==> src/rtl/gpio_edge_port.sv <==
module gpio_edge_port #(
  parameter int WIDTH  = 8,
  parameter int ADDR_W = 3
) (
  input  logic              clk,
  input  logic              rst_n,
  input  logic [WIDTH-1:0]  pin_in,
  input  logic [WIDTH-1:0]  periph_out,
  input  logic [WIDTH-1:0]  periph_oe,
  input  logic              bus_sel,
  input  logic              bus_wr,
  input  logic [ADDR_W-1:0] bus_addr,
  input  logic [WIDTH-1:0]  bus_wdata,
  output logic [WIDTH-1:0]  bus_rdata,
  output logic [WIDTH-1:0]  pad_out,
  output logic [WIDTH-1:0]  pad_oe,
  output logic              irq
);

  localparam logic [ADDR_W-1:0] A_IN   = ADDR_W'(0);
  localparam logic [ADDR_W-1:0] A_OUT  = ADDR_W'(1);
  localparam logic [ADDR_W-1:0] A_DIR  = ADDR_W'(2);
  localparam logic [ADDR_W-1:0] A_FSEL = ADDR_W'(3);
  localparam logic [ADDR_W-1:0] A_ES   = ADDR_W'(4);
  localparam logic [ADDR_W-1:0] A_IE   = ADDR_W'(5);
  localparam logic [ADDR_W-1:0] A_FLAG = ADDR_W'(6);

  logic [WIDTH-1:0] sync1_q, sync2_q, sync3_q;
  logic [WIDTH-1:0] out_q, dir_q, fsel_q, es_q, ie_q, flag_q;
  logic [WIDTH-1:0] rise, fall, edge_evt;
  logic             wr_en;

  assign wr_en    = bus_sel & bus_wr;
  assign rise     = sync2_q & ~sync3_q;
  assign fall     = ~sync2_q & sync3_q;
  assign edge_evt = ie_q & ((~es_q & rise) | (es_q & fall));

  always_ff @(posedge clk or negedge rst_n) begin
    if (!rst_n) begin
      sync1_q <= '0;
      sync2_q <= '0;
      sync3_q <= '0;
    end else begin
      sync1_q <= pin_in;
      sync2_q <= sync1_q;
      sync3_q <= sync2_q;
    end
  end

  always_ff @(posedge clk or negedge rst_n) begin
    if (!rst_n) begin
      out_q  <= '0;
      dir_q  <= '0;
      fsel_q <= '0;
      es_q   <= '0;
      ie_q   <= '0;
    end else if (wr_en) begin
      case (bus_addr)
        A_OUT:   out_q  <= bus_wdata;
        A_DIR:   dir_q  <= bus_wdata;
        A_FSEL:  fsel_q <= bus_wdata;
        A_ES:    es_q   <= bus_wdata;
        A_IE:    ie_q   <= bus_wdata;
        default: ;
      endcase
    end
  end

  always_ff @(posedge clk or negedge rst_n) begin
    if (!rst_n) flag_q <= '0;
    else        flag_q <= ((wr_en && bus_addr == A_FLAG) ? bus_wdata : flag_q) | edge_evt;
  end

  always_comb begin
    case (bus_addr)
      A_IN:    bus_rdata = sync2_q;
      A_OUT:   bus_rdata = out_q;
      A_DIR:   bus_rdata = dir_q;
      A_FSEL:  bus_rdata = fsel_q;
      A_ES:    bus_rdata = es_q;
      A_IE:    bus_rdata = ie_q;
      A_FLAG:  bus_rdata = flag_q;
      default: bus_rdata = '0;
    endcase
  end

  for (genvar i = 0; i < WIDTH; i++) begin : g_pin
    assign pad_out[i] = fsel_q[i] ? periph_out[i] : out_q[i];
    assign pad_oe[i]  = fsel_q[i] ? periph_oe[i]  : dir_q[i];
  end

  assign irq = |(flag_q & ie_q);

endmodule

==> config.mk <==
export PLATFORM = sky130hd
export DESIGN_NAME = gpio_edge_port
export DESIGN_NICKNAME = d
export VERILOG_FILES = /design/src/rtl/gpio_edge_port.sv
export SDC_FILE = /design/constraint.sdc
export NUM_CORES = 1
export LEC_CHECK = 0
export ABC_AREA = 0
export ABC_CLOCK_PERIOD_IN_PS = 1400
export BUFFER_PORTS_ARGS = -buffer_cell sky130_fd_sc_hd__clkbuf_2
export CORE_MARGIN = 2
export CORE_UTILIZATION = 45
export CTS_BUF_LIST = sky130_fd_sc_hd__clkbuf_4 sky130_fd_sc_hd__clkbuf_8
export DETAILED_ROUTE_END_ITERATION = 16
export GPL_ROUTABILITY_DRIVEN = 0
export PLACE_DENSITY = 0.69
export SETUP_SLACK_MARGIN = 0.4
export SYNTH_ARGS = -nofsm -noshare
export SYNTH_HDL_FRONTEND = slang
export SYNTH_SLANG_ARGS = --single-unit
==> constraint.sdc <==
create_clock -name clk -period 1.4 [get_ports clk]
set_input_delay 0.28 -clock clk [delete_from_list [all_inputs] [get_ports clk]]
set_output_delay 0.28 -clock clk [all_outputs]
set_load 0.01 [all_outputs]
==> reports/results.tsv <==
metric	value	unit
status	finished, violations left	
violations	setup timing	
leakagePower	2.40	nW
cp_max_fo	2	
endpoint	bus_rdata[7]	
die_y	91.5	um
worstPathCellList	mux2_2 -> a22oi_1 -> o21ai_1 -> clkbuf_2	
wl_met3	470	um
synth.area.top_cells	dfrtp_1 52%, mux2_2 17%, a221o_1 3.5%	
nFillCells	499	
hold_viol	0	
htreeDepth	3	
reg2reg_depth	4	
slew_headroom	75.2	%
clockBufferDepth	2	
vias_per_cell	5.46	
netlist_instances	266	
crit_path_start_kind	flop	
crit_family	flip-flops	
postRouteAntennaNets	0	
top_layer	met4	
wl	8710	um
tritoncts	yes	
yosys_warnings	0	
num_vias	2708	
crit_path_start	dir_q[7]$_DFFE_PN0P_	
place.detailed.hpwl	5530	um
rows	31	
worst-path-stages	4	
seq_area_frac_synth	52.3	%
required	1.12	ns
clock_latency	0.34	ns
drive_gt1_share	58.9	%
numCtsBuffers	9	
reg2reg_slack	0.32	ns
min_period	1.69	ns
dr_wl_met2	4100	um
p_per_area	1310	nW/um2
area_growth	48.9	%
grt_max_degree	73	
die_w	91.5	um
path_class	reg -> out	
netlist-cell-type-count	36	
track_usage	21.5	%
wl_met1	4020	um
cts_root_buf	clkbuf_8	
maxCapViolCount	0	
overflow	0	
fmax	0.593	GHz
initial_core_util	47.0	%
fin_crit_sh	121	%
fin_area	5130	um2
tightestPinTransition	0.373	ns
timing.rr.start	sync2_q[2]$_DFF_PN0_	
coreArea	7330	um2
worst_slack	-0.287	ns
slew_violations	0	
hp-class	in -> reg	
cpPeakStageDelay	0.39	ns
peakVddDrop	0.000944	V
syn-num-nets	305	
antennaDiodeCount	0	
setup_viol	25	
dr.pass1.iters	4	
finalClockSkew	0.00750	ns
worstPathArrival	1.41	ns
cts.sinks	72	
rsz0062_at_grt	yes	
drc	0	
dieArea	8370	um2
synth_area_leader_cell	dfrtp_1	
portBuffers	63	
endpoint_kind	output pin	
worst_r2r_endpoint	flag_q[2]$_DFF_PN0_	
first_global_vias	2676	
netlist_area	3440	um2
place_area	4340	um2
grt_pass1_wl	14000	um
ys_ff_latch	72	
slowest_stage	dfrtp_1	
antenna_found_initial	0	
synth_area_per_cell	12.9	um2
clkTransAtPathRegs	0.08	ns
drtIter0Drc	146	
power	6.70	mW
io_pins	64	
crit_buf_inv	1	
final_nets	432	
wire_per_inst	17.6	um
synth_top_area_share	52.3	%
place_ws	-0.222	ns
-- where the power goes --
group / internal [mW] / leakage, nW / total [mW] / switching, mW
registers: 2.47 / 0.852 / 2.82 / 0.353
clock network: 0.858 / 0.0904 / 1.64 / 0.781
logic: 1.47 / 1.46 / 2.23 / 0.765
total: 4.80 / 2.40 / 6.70 / 1.90
-- how the worst min path moves through the flow --
stage	from	to	cells after the start
floorplan	rst_n	dir_q[0]$_DFFE_PN0P_	0
global placement	rst_n	sync1_q[4]$_DFF_PN0_	2
detailed placement	rst_n	sync1_q[4]$_DFF_PN0_	2
CTS	pin_in[7]	sync1_q[7]$_DFF_PN0_	1
global route	pin_in[7]	sync1_q[7]$_DFF_PN0_	1
finish	pin_in[7]	sync1_q[7]$_DFF_PN0_	1
-- worst reg2reg max path: stages, from the launching register on --
cell and delay, ns:
dfrtp_1 0.41, buf_6 0.14, nand2b_4 0.06, o22ai_2 0.07, a221o_1 0.29
-- per-stage QoR --
stage               TNS, ns  hold slack [ns]  utilization (%)  instances
floorplan                 0          -0.0156                -        266
global placement      -7.80            0.332             59.1        457
detailed placement    -8.28            0.336             59.1        457
CTS                   -5.00           0.0149             66.7        489
global route          -6.33           0.0116             70.0        496
finish                -4.79           0.0357             70.0        496
-- cells in the mapped netlist (all sizes together) --
master  count
buf        10
a32oi       3
a221o      12
a211oi      4
nor2       12
a31oi       3
a21oi       1
or2         1
clkbuf      4
nand2       9
a22oi       5
nand3       9
or3         1
o21ai       5
mux2i      11
o22ai       8
nor3b       2
nand4       1
and4b       3
nor2b       2
o21a        3
o211ai      3
nand3b      8
a21boi      4
inv         1
mux2       59
nand2b     10
dfrtp      72
-- state kept, by name, indices dropped and copies added (netlist names) --
| name | flops |
|---|---|
| sync2_q | 8 |
| sync3_q | 8 |
| dir_q | 8 |
| es_q | 8 |
| fsel_q | 8 |
| sync1_q | 8 |
| out_q | 8 |
| flag_q | 8 |
| ie_q | 8 |
-- metal layers --
metal,vias up,GRT usage (%)
met5,-,0
met4,0,6.69
met3,11,5.31
met2,80,31.8
met1,1363,31.1
li1,1254,-
-- cells in the final DEF, fill, tap and decap left out, types with 2 or more instances in the layout --
cell and count:
a211oi_1 4, a221o_1 12, mux2_4 55, a31oi_1 3
nand2b_4 9, a22oi_1 2, clkbuf_8 10, nor2_1 8
dfrtp_2 2, clkinvlp_4 3, mux2_2 4, nor2b_1 2
a21boi_1 4, o21ai_1 5, a32oi_1 3, dfrtp_1 70
nand3b_1 8, nand3_1 8, buf_6 34, and4b_1 3
a22oi_2 3, o22ai_2 8, nand2_1 9, clkbuf_2 51
clkbuf_16 2, o21a_1 3, buf_12 7, nor2_4 4
mux2i_1 11, o211ai_1 3, buf_4 33
-- final cells by class --
type | count | area [um2] | area share [%]
Multi-Input combinational cell | 179 | 1880 | 36.7
Sequential cell | 72 | 1800 | 35.2
Timing Repair Buffer | 130 | 1120 | 21.8
Clock buffer | 10 | 138 | 2.68
Tap cell | 99 | 124 | 2.42
Clock inverter | 5 | 57.6 | 1.12
Inverter | 1 | 3.75 | 0.0732
-- logic make-up after synthesis --
kind of cell    count (synthesis)  share of synthesized area, %
flops                          72                          52.3
mux                            70                          23.4
simple gates                   58                          10.6
compound gates                 51                          11.3
buf+inv                        15                          2.43
-- repair_timing --
action                     4_1_cts  5_1_grt
hold endpoints to repair        72        0
setup buffers                   15        7
hold buffers                     1        0
pin swaps                        6        6
setup endpoints to repair       73       73
gates cloned                     1        0
resized for setup               52       45
Note: power is estimated with default switching activity, not from simulation.
